<file path="src/rtl/rxd_pkg.sv">
package rxd_pkg;

  typedef enum logic [2:0] {
    S_IDLE, S_RD, S_CHK, S_XFER, S_WR, S_NBUF, S_WB, S_DROP
  } fsm_t;

  localparam logic [2:0] CODE_STOP  = 3'd0;
  localparam logic [2:0] CODE_FETCH = 3'd1;
  localparam logic [2:0] CODE_WAIT  = 3'd3;
  localparam logic [2:0] CODE_SUSP  = 3'd4;
  localparam logic [2:0] CODE_CLOSE = 3'd5;
  localparam logic [2:0] CODE_XFER  = 3'd7;

  localparam int BUF_SZW  = 11;
  localparam int B_OWN    = 31;
  localparam int B_LEN_LO = 16;
  localparam int B_ERR    = 14;
  localparam int B_FIRST  = 9;
  localparam int B_LAST   = 8;
  localparam int B_SZ1_LO = 0;
  localparam int B_SZ2_LO = 11;
  localparam int B_CHAIN  = 24;
  localparam int B_EOR    = 25;
  localparam int B_NOIRQ  = 31;

endpackage

</file>
<file path="src/rtl/rxd_next_addr.sv">
module rxd_next_addr #(
  parameter int AW = 32
) (
  input  logic [AW-1:0] cur,
  input  logic [AW-1:0] base,
  input  logic [AW-1:0] link,
  input  logic          eor,
  input  logic          chain,
  output logic [AW-1:0] nxt
);
  localparam logic [AW-1:0] STRIDE = AW'(16);

  always_comb begin
    if (eor)        nxt = base;
    else if (chain) nxt = link;
    else            nxt = cur + STRIDE;
  end
endmodule

</file>
<file path="src/rtl/rxd_wb_fmt.sv">
module rxd_wb_fmt #(
  parameter int LW = 14
) (
  input  logic [LW-1:0] len,
  input  logic          first,
  input  logic          last,
  input  logic          err,
  output logic [31:0]   word
);
  import rxd_pkg::*;

  always_comb begin
    word                 = '0;
    word[B_LEN_LO +: LW] = len;
    word[B_ERR]          = err;
    word[B_FIRST]        = first;
    word[B_LAST]         = last;
    word[B_OWN]          = 1'b0;
  end
endmodule

</file>
<file path="src/rtl/rxd_packer.sv">
module rxd_packer #(
  parameter int LANES = 4
) (
  input  logic               clk,
  input  logic               rst_n,
  input  logic               push,
  input  logic               clr,
  input  logic [7:0]         din,
  output logic [8*LANES-1:0] word,
  output logic [LANES-1:0]   be,
  output logic               top_lane
);
  localparam int LNW = $clog2(LANES);

  logic [LNW-1:0]     lane_q, lane_d;
  logic [8*LANES-1:0] word_q, word_d;
  logic [LANES-1:0]   be_q, be_d;
  logic [LANES-1:0]   hit;

  genvar g;
  generate
    for (g = 0; g < LANES; g++) begin : g_lane
      assign hit[g] = push && (lane_q == LNW'(g));
      always_comb begin
        word_d[8*g +: 8] = word_q[8*g +: 8];
        be_d[g]          = be_q[g];
        if (clr) begin
          word_d[8*g +: 8] = 8'h00;
          be_d[g]          = 1'b0;
        end else if (hit[g]) begin
          word_d[8*g +: 8] = din;
          be_d[g]          = 1'b1;
        end
      end
    end
  endgenerate

  always_comb begin
    lane_d = lane_q;
    if (clr)       lane_d = '0;
    else if (push) lane_d = lane_q + LNW'(1);
  end

  always_ff @(posedge clk or negedge rst_n) begin
    if (!rst_n) begin
      lane_q <= '0;
      word_q <= '0;
      be_q   <= '0;
    end else begin
      lane_q <= lane_d;
      word_q <= word_d;
      be_q   <= be_d;
    end
  end

  assign word     = word_q;
  assign be       = be_q;
  assign top_lane = (lane_q == LNW'(LANES-1));

  AST_NO_PUSH_FULL: assert property (@(posedge clk) disable iff (!rst_n)
    push |-> !be_q[LANES-1]);
endmodule

</file>
<file path="src/rtl/rx_desc_dma.sv">
module rx_desc_dma #(
  parameter int AW = 32,
  parameter int LW = 14
) (
  input  logic          clk,
  input  logic          rst_n,
  input  logic [AW-1:0] cfg_base,
  input  logic          cfg_flush,
  input  logic          frm_start,
  input  logic [LW-1:0] frm_len,
  output logic          frm_idle,
  input  logic          in_valid,
  input  logic [7:0]    in_data,
  output logic          in_ready,
  output logic          mem_req,
  output logic          mem_we,
  output logic [AW-1:0] mem_addr,
  output logic [31:0]   mem_wdata,
  output logic [3:0]    mem_be,
  input  logic          mem_ack,
  input  logic [31:0]   mem_rdata,
  output logic [AW-1:0] desc_ptr,
  output logic [2:0]    rx_state,
  output logic          ev_ri,
  output logic          ev_ru
);
  import rxd_pkg::*;

  localparam int SZW = BUF_SZW;
  localparam logic [AW-1:0]  WSTEP = AW'(4);
  localparam logic [LW-1:0]  FCS_B = LW'(4);
  localparam logic [LW-1:0]  L_ONE = LW'(1);
  localparam logic [SZW-1:0] S_ONE = SZW'(1);

  fsm_t           st_q, st_d;
  logic [AW-1:0]  dptr_q, dptr_d, waddr_q, waddr_d, b1a_q, b1a_d, link_q, link_d;
  logic [1:0]     rdi_q, rdi_d;
  logic           own_q, own_d, chain_q, chain_d, eor_q, eor_d, noirq_q, noirq_d;
  logic [SZW-1:0] sz1_q, sz1_d, sz2_q, sz2_d, left_q, left_d;
  logic           bsel_q, bsel_d;
  logic [LW-1:0]  flen_q, flen_d, total_q, total_d, cnt_q, cnt_d, taken_q, taken_d;
  logic           first_q, first_d, fin_q, fin_d, err_q, err_d;
  logic [2:0]     code_q, code_d;
  logic           ri_q, ri_d, ru_q, ru_d;

  logic           src_strm, byte_ok, pk_push, pk_clr, pk_top;
  logic [7:0]     pk_byte;
  logic [31:0]    pk_word, wb_word;
  logic [3:0]     pk_be;
  logic [AW-1:0]  nxt_addr;
  logic           unused_rd;

  assign src_strm  = (taken_q < flen_q);
  assign byte_ok   = src_strm ? in_valid : 1'b1;
  assign pk_byte   = src_strm ? in_data : 8'h00;
  assign unused_rd = ^mem_rdata;

  rxd_packer #(.LANES(4)) u_pack (
    .clk(clk), .rst_n(rst_n), .push(pk_push), .clr(pk_clr), .din(pk_byte),
    .word(pk_word), .be(pk_be), .top_lane(pk_top)
  );

  rxd_next_addr #(.AW(AW)) u_next (
    .cur(dptr_q), .base(cfg_base), .link(link_q), .eor(eor_q), .chain(chain_q),
    .nxt(nxt_addr)
  );

  rxd_wb_fmt #(.LW(LW)) u_fmt (
    .len(cnt_q), .first(first_q), .last(fin_q), .err(err_q), .word(wb_word)
  );

  always_comb begin
    st_d = st_q;     dptr_d = dptr_q;   waddr_d = waddr_q; b1a_d = b1a_q;
    link_d = link_q; rdi_d = rdi_q;     own_d = own_q;     chain_d = chain_q;
    eor_d = eor_q;   noirq_d = noirq_q; sz1_d = sz1_q;     sz2_d = sz2_q;
    left_d = left_q; bsel_d = bsel_q;   flen_d = flen_q;   total_d = total_q;
    cnt_d = cnt_q;   taken_d = taken_q; first_d = first_q; fin_d = fin_q;
    err_d = err_q;   code_d = code_q;   ri_d = 1'b0;       ru_d = 1'b0;
    pk_push = 1'b0;  pk_clr = 1'b0;
    unique case (st_q)
      S_IDLE: if (frm_start) begin
        flen_d  = frm_len;
        total_d = frm_len + FCS_B;
        cnt_d   = '0;
        taken_d = '0;
        first_d = 1'b1;
        fin_d   = 1'b0;
        err_d   = 1'b0;
        rdi_d   = '0;
        if (dptr_q == '0) dptr_d = cfg_base;
        code_d  = CODE_FETCH;
        st_d    = S_RD;
      end
      S_RD: if (mem_ack) begin
        unique case (rdi_q)
          2'd0: own_d = mem_rdata[B_OWN];
          2'd1: begin
            sz1_d   = mem_rdata[B_SZ1_LO +: SZW];
            sz2_d   = mem_rdata[B_SZ2_LO +: SZW];
            chain_d = mem_rdata[B_CHAIN];
            eor_d   = mem_rdata[B_EOR];
            noirq_d = mem_rdata[B_NOIRQ];
          end
          2'd2: b1a_d  = mem_rdata[AW-1:0];
          default: link_d = mem_rdata[AW-1:0];
        endcase
        if (rdi_q == 2'd3) st_d = S_CHK;
        else rdi_d = rdi_q + 2'd1;
      end
      S_CHK: begin
        if (own_q) begin
          bsel_d  = 1'b0;
          waddr_d = b1a_q;
          left_d  = sz1_q;
          code_d  = CODE_XFER;
          st_d    = S_XFER;
        end else if (first_q) begin
          ri_d   = 1'b1;
          ru_d   = 1'b1;
          code_d = CODE_SUSP;
          st_d   = S_DROP;
        end else begin
          err_d  = !cfg_flush;
          fin_d  = 1'b1;
          code_d = CODE_CLOSE;
          st_d   = S_WB;
        end
      end
      S_XFER: begin
        if (left_q == '0) begin
          st_d = S_NBUF;
        end else if (byte_ok) begin
          pk_push = 1'b1;
          cnt_d   = cnt_q + L_ONE;
          left_d  = left_q - S_ONE;
          if (src_strm) taken_d = taken_q + L_ONE;
          if (pk_top || left_q == S_ONE || (cnt_q + L_ONE) == total_q) st_d = S_WR;
        end
      end
      S_WR: if (mem_ack) begin
        pk_clr  = 1'b1;
        waddr_d = waddr_q + WSTEP;
        if (cnt_q == total_q) begin
          fin_d  = 1'b1;
          code_d = CODE_CLOSE;
          st_d   = S_WB;
        end else if (left_q == '0) begin
          st_d = S_NBUF;
        end else begin
          st_d = S_XFER;
        end
      end
      S_NBUF: begin
        if (!bsel_q && !chain_q) begin
          bsel_d  = 1'b1;
          waddr_d = link_q;
          left_d  = sz2_q;
          st_d    = S_XFER;
        end else begin
          st_d = S_WB;
        end
      end
      S_WB: if (mem_ack) begin
        dptr_d = nxt_addr;
        if (fin_q) begin
          ri_d   = !noirq_q;
          code_d = CODE_WAIT;
          st_d   = S_DROP;
        end else begin
          first_d = 1'b0;
          rdi_d   = '0;
          code_d  = CODE_FETCH;
          st_d    = S_RD;
        end
      end
      S_DROP: begin
        if (!src_strm) st_d = S_IDLE;
        else if (in_valid) taken_d = taken_q + L_ONE;
      end
      default: st_d = S_IDLE;
    endcase
  end

  always_ff @(posedge clk or negedge rst_n) begin
    if (!rst_n) begin
      st_q <= S_IDLE;  dptr_q <= '0;   waddr_q <= '0;  b1a_q <= '0;
      link_q <= '0;    rdi_q <= '0;    own_q <= 1'b0;  chain_q <= 1'b0;
      eor_q <= 1'b0;   noirq_q <= 1'b0; sz1_q <= '0;   sz2_q <= '0;
      left_q <= '0;    bsel_q <= 1'b0; flen_q <= '0;   total_q <= '0;
      cnt_q <= '0;     taken_q <= '0;  first_q <= 1'b0; fin_q <= 1'b0;
      err_q <= 1'b0;   code_q <= CODE_STOP; ri_q <= 1'b0; ru_q <= 1'b0;
    end else begin
      st_q <= st_d;    dptr_q <= dptr_d; waddr_q <= waddr_d; b1a_q <= b1a_d;
      link_q <= link_d; rdi_q <= rdi_d; own_q <= own_d;   chain_q <= chain_d;
      eor_q <= eor_d;  noirq_q <= noirq_d; sz1_q <= sz1_d; sz2_q <= sz2_d;
      left_q <= left_d; bsel_q <= bsel_d; flen_q <= flen_d; total_q <= total_d;
      cnt_q <= cnt_d;  taken_q <= taken_d; first_q <= first_d; fin_q <= fin_d;
      err_q <= err_d;  code_q <= code_d; ri_q <= ri_d;    ru_q <= ru_d;
    end
  end

  always_comb begin
    mem_req   = 1'b0;
    mem_we    = 1'b0;
    mem_addr  = '0;
    mem_wdata = '0;
    mem_be    = 4'h0;
    unique case (st_q)
      S_RD: begin
        mem_req  = 1'b1;
        mem_addr = dptr_q + {{(AW-4){1'b0}}, rdi_q, 2'b00};
        mem_be   = 4'hF;
      end
      S_WR: begin
        mem_req   = 1'b1;
        mem_we    = 1'b1;
        mem_addr  = waddr_q;
        mem_wdata = pk_word;
        mem_be    = pk_be;
      end
      S_WB: begin
        mem_req   = 1'b1;
        mem_we    = 1'b1;
        mem_addr  = dptr_q;
        mem_wdata = wb_word;
        mem_be    = 4'hF;
      end
      default: ;
    endcase
  end

  assign frm_idle = (st_q == S_IDLE);
  assign in_ready = src_strm && ((st_q == S_XFER && left_q != '0) || st_q == S_DROP);
  assign desc_ptr = dptr_q;
  assign rx_state = code_q;
  assign ev_ri    = ri_q;
  assign ev_ru    = ru_q;

  AST_REQ_HOLD: assert property (@(posedge clk) disable iff (!rst_n)
    (mem_req && !mem_ack) |=> (mem_req && $stable(mem_addr) && $stable(mem_we)));
  AST_RU_WITH_RI: assert property (@(posedge clk) disable iff (!rst_n)
    ev_ru |-> ev_ri);
  AST_RU_SUSPENDS: assert property (@(posedge clk) disable iff (!rst_n)
    ev_ru |-> (rx_state == CODE_SUSP));
  AST_BE_CONTIG: assert property (@(posedge clk) disable iff (!rst_n)
    (mem_req && mem_we) |-> (mem_be == 4'h1 || mem_be == 4'h3 || mem_be == 4'h7 || mem_be == 4'hF));
  AST_WB_RELEASES: assert property (@(posedge clk) disable iff (!rst_n)
    (st_q == S_WB && mem_req) |-> !mem_wdata[B_OWN]);
  AST_LEN_BOUND: assert property (@(posedge clk) disable iff (!rst_n)
    (st_q != S_IDLE) |-> (cnt_q <= total_q));
  AST_EOR_WRAP: assert property (@(posedge clk) disable iff (!rst_n)
    (st_q == S_WB && mem_ack && eor_q) |=> (desc_ptr == $past(cfg_base)));
endmodule

</file>
<file path="config.mk">
export PLATFORM = sky130hd
export DESIGN_NAME = rx_desc_dma
export DESIGN_NICKNAME = d
export VERILOG_FILES = /design/src/rtl/rxd_pkg.sv /design/src/rtl/rxd_next_addr.sv /design/src/rtl/rxd_wb_fmt.sv /design/src/rtl/rxd_packer.sv /design/src/rtl/rx_desc_dma.sv
export SDC_FILE = /design/constraint.sdc
export NUM_CORES = 1
export LEC_CHECK = 0
export CORE_MARGIN = 1
export CORE_UTILIZATION = 57
export DETAILED_ROUTE_END_ITERATION = 7
export GPL_TIMING_DRIVEN = 0
export PLACE_DENSITY = 0.82
export SETUP_SLACK_MARGIN = 0.2
export SYNTH_ARGS = -nofsm -noshare
export SYNTH_HDL_FRONTEND = slang
export SYNTH_SLANG_ARGS = --single-unit
</file>
<file path="constraint.sdc">
create_clock -name clk -period 4 [get_ports clk]
set_input_delay 0.8 -clock clk [delete_from_list [all_inputs] [get_ports clk]]
set_output_delay 0.8 -clock clk [all_outputs]
set_load 0.05 [all_outputs]
</file>
# Word-level counts from Yosys, hierarchy flattened
# Cells that the tools add are included.
# classes
addsub	9
magnitude_cmp	1
eq_ne	37
mux	106
n_bitwise	1
n_reduce_logical	56
# op_table
op	n
$mux W32	8
$pmux W32 S3	2
$pmux W32 S2	2
$mux W14	8
$mux W8	9
$mux W3	17
$mux W11	4
$pmux W14 S3	1
$ne A2 B2 Y1 const B	18
$mux W1	35
$pmux W11 S3	1
$add A32 B3 Y32 const B	1
$add A32 B4 Y32	1
$add A32 B5 Y32 const B	1
$logic_not A32 Y1	1
$add A14 B1 Y14 const B	2
$eq A14 B14 Y1	2
$pmux W14 S2	1
$pmux W3 S8	1
$reduce_and A4 Y1	5
$mux W2	9
$reduce_bool A2 Y1	9
$reduce_and A3 Y1	5
$reduce_bool A3 Y1	5
33 further kinds	62
# totals
regBits	273
in_bits	92
out_inout_bits	109
word_cells	243

# Longest topological paths before layout
# logic_depth
ltp_word	8
mapped_depth	12
ltp_nobuf	10

# Modules after synthesis
# From an unflattened synthesis, not the netlist that was laid out.
# hier_totals
cells_unflattened	1853
area_unflattened_um2	16807.4
# modules_own_cells
mod	instances	cells_per_inst	area_each_um2	seq_area_each_um2
rx_desc_dma	1	1504	13643.1	5830.6
rxd_packer	1	141	1800.5	950.9
rxd_next_addr	1	175	1119.8	0.0
rxd_wb_fmt	1	33	244.0	0.0

# Worst setup path before layout
# No wires, ideal clock.
# synth_timing
path_kind	flip-flop to output port
start	register dptr_q[2], in the netlist desc_ptr[2]
end	output port mem_addr[16]
t_arrival_ns	3.713
required_time_ns	3.200
path_slack_ns	-0.513
path_stages_with_launch	8
n_path_buf	1
path_cell_list	dfrtp_1 -> ha_1 -> inv_1 -> fa_1 -> clkbuf_1 -> nor3_4 -> nand3_2 -> o311ai_0
# synth_via
elab_chain_cells	2
# synth_lines
element	line	text
from (decl)	rx_desc_dma.sv:36	logic [AW-1:0] dptr_q, dptr_d, waddr_q, waddr_d, b1a_q, b1a_d, link_q, link_d;
from (signal assigned)	rx_desc_dma.sv:186	st_q <= S_IDLE; dptr_q <= '0; waddr_q <= '0; b1a_q <= '0;
from (signal assigned)	rx_desc_dma.sv:193	st_q <= st_d; dptr_q <= dptr_d; waddr_q <= waddr_d; b1a_q <= b1a_d;
$add A32 B4 Y32	rx_desc_dma.sv:211	mem_addr = dptr_q + {{(AW-4){1'b0}}, rdi_q, 2'b00};
$pmux W32 S3	rx_desc_dma.sv:208	unique case (st_q)
to (decl)	rx_desc_dma.sv:17	output logic [AW-1:0] mem_addr,
# Every way passes these cells.

# Worst setup path after layout
# layout_timing
start	register dptr_q[2], in the netlist desc_ptr[2]
end	output port mem_addr[24]
# The elaborated chain is that of the path after synthesis.

==> key figures <==
STA
  – Slew Viols, Final: 0
  – Crit path time final: 3840 ps
  – Worst hold slack: 67.9 ps
  – Tcrit/Tclk final: 96.0%
  – Post-Route Skew: 27.2 ps
  – RSZ-0062 raised after global routing: true
  – Final worst slack: 159 ps
  – Highest clock rate: 260 MHz
  – Final number of setup-violating endpoints: 0
  – Max_slew headroom: 31.0%
  – Worst-Margin Slew: 1030 ps
  – Final hold viol count: 0

Global routing
  – First-pass GRT wire length: 84800 um
  – Gr busiest metal: met2
  – Pin count of the biggest net entering global routing: 127
  – M3 GR Usage: 11.0%
  – Grt ovf: 0
  – Met2 usage: 57.0%
  – Met1 usage: 54.6%
  – Vias in the first global route: 15000
  – Initial antenna violation count: 1
  – Total Routing Usage GR: 38.6%

Yosys
  – Yosys warns: 0
  – Mapped Area: 15900 um2
  – Synthesized Nets: 1957
  – Top_reg_cell synth: dfrtp_1
  – EDFF count, synth: 0
  – Sequential share of the synthesized area: 42.7%
  – Synth area leader: dfrtp_1
  – Most frequent cell after synthesis: dfrtp_1
  – Dominant cells by area after synthesis: dfrtp_1 43%, mux2_2 6.5%, nand2_1 5.6%, o21ai_0 5.5%, a21oi_1 4.7%
  – Ys async rst share: 100%
  – Commonest cells in the synthesized netlist: 271 x dfrtp_1, 238 x nand2_1, 175 x o21ai_0
  – Number of synthesized register bits: 271
  – Netlist cell types: 82
  – Top cell type's share of synthesized area: 42.7%
  – Mapped Cells: 1832
  – Avg Inst Size Synth: 8.67 um2

Flow run
  – Max Cap Viol: 0

Power
  – Power Density: 803 nW/um2
  – Leakage: 8.67 nW
  – Combinational power share: 52.8%
  – Internal power: 8.01 mW
  – Sw Pwr: 7.82 mW
  – Clock share of power: 17.1%
  – Sw Ratio: 49.4%
  – Max VDD drop: 435 uV
  – Reg power frac: 30.1%

Critical path
  – Crit. End Element: output pin
  – Arr. time, crit path: 3040 ps
  – Worst path required time: 3200 ps
  – CP Max Fanout: 3
  – CP Launch Type: flop
  – CP Class: reg -> out

Detailed routing
  – Router iterations before antenna repair: 8
  – Via count: 15900
  – Remaining DRCs: 0
  – Final ANT Viol Nets: 0
  – Vias per cell: 6.41
  – Wirelength, routed: 54900 um
  – Drt wl/cell: 22.1 um
  – Detailed Route Iter0 Violations: 2085

Layout
  – Layout cell share with drive strength beyond 1: 14.6%
  – Post-route cell area: 19700 um2
  – Area Growth Syn to Fin: 24.1%
  – Layout net count: 2212
  – Final core occ: 72.7%
  – N_diodes: 0
  – Layout Cells excl Fill: 2480

Floorplan
  – Num ports: 201
  – Std cell rows: 60
  – Die width: 169 um
  – DIE HEIGHT: 169 um
  – Full die area: 28500 um2
  – Core area: 27100 um2
  – Initial core utilization: 58.6%

Clock network
  – Clk buf depth: 3
  – Clock Sinks: 271
  – Num CTS Buffers: 30
  – Cts hold-fix bufs: 0
  – CTS tree: yes
  – Root buffer cell: clkbuf_16
  – H-tree depth: 1
  – Clock Latency Late Sink: 580 ps
  – Clock transition at path regs: 60 ps

Hold path
  – Min-Delay Path Class: in -> async

Placement
  – Pre-CTS setup slack: -667 ps
  – DP HPWL: 40800 um
  – Gpl congestion: 0.982
  – Dpl cells: 2406
  – Port Buffer Count: 200
  – Placed cell area: 18400 um2

Outcome
  – Status: completed
cells in the final DEF (no fill, tap or decap), types with 33 or more instances in the layout:
cell type / count
nor2_1: 168
clkbuf_1: 74
inv_1: 48
xnor2_1: 34
and2_1: 33
dfrtp_1: 267
mux2_2: 92
a21oi_1: 148
nand2_1: 236
nand3_1: 84
o21ai_0: 170
clkdlybuf4s50_1: 129
timing repair:
action                     in CTS  in global routing
pin swaps                       6                  4
buffers inserted               13                  8
setup endpoints to repair      70                 64
gates resized for setup       221                 59
worst max-delay path: stages (launching register included):
cell	delay, ps
dfrtp_2	400
ha_4	150
inv_1	50
fa_1	360
clkbuf_8	160
nor3_4	230
nand3_2	120
or4_4	450
nor3_4	140
a21oi_2	60
o22ai_4	160
buf_6	180
logic make-up after synthesis:
kind of cell | synth area share (%)
AND/OR/NAND/NOR | 20.5
AO/OA/AOI/OAI | 17.8
flip-flops | 42.7
buffers and inverters | 4.55
multiplexers | 8.42
XOR/XNOR | 3.42
adder cells (fa/ha/maj) | 2.65
path summary, 6_finish.rpt:
| kind | from | depth (start not counted) | slack [ps] | endpoint |
|---|---|---|---|---|
| max in group asynchronous | rst_n | 2 | 3010 | desc_ptr[5] |
| min | rst_n | 1 | 70 | taken_q[5] |
| max | desc_ptr[2] | 11 | 160 | mem_addr[24] |
| min reg2reg | bsel_q | 2 | 500 | bsel_q |
| min in group clk | bsel_q | 2 | 500 | bsel_q |
| max reg2reg | st_q[1] | 8 | 900 | waddr_q[27] |
power groups by stage:
stage	clock [mW]	sequential (mW)	combinational, mW
2_1_floorplan	0	4.97	4.91
3_3_place_gp	0	4.70	7.84
3_5_place_dp	0	4.74	8.00
4_1_cts	2.71	4.68	8.16
5_1_grt	2.82	4.83	8.94
6_report	2.71	4.76	8.37
per-layer routing:
metal | routed length [um] | part of all wire [%] | vias up
met5 | 12 | 0.022 | -
met4 | 1860 | 3.4 | 2
met3 | 6860 | 13 | 132
met2 | 23500 | 43 | 976
met1 | 22600 | 41 | 7736
li1 | - | - | 7044
state kept, by name, summed over array words and instances (netlist names), 14 cells and up:
register	count
link_q	32
u_pack.word	32
b1a_q	32
cnt_q	14
waddr_q	32
desc_ptr	32
flen_q	14
taken_q	14
per-stage QoR:
step	total power [mW]	setup TNS [ps]
floorplan	9.88	0
global placement	12.5	-2520810
detailed placement	12.7	-10320
CTS	15.6	0
global route	16.6	0
finish	15.8	0
area by class of cell:
| type | instances | area (um2) |
|---|---|---|
| clock buffers | 44 | 863 |
| multi-input cells | 1383 | 8560 |
| fillers | 2083 | 7400 |
| repair buffers | 223 | 2130 |
| flip-flops and latches | 271 | 6790 |
| clock inverters | 9 | 103 |
| well taps | 372 | 465 |
| inverters | 50 | 188 |
| plain buffers | 128 | 609 |
(Power assumes the default switching activity.)
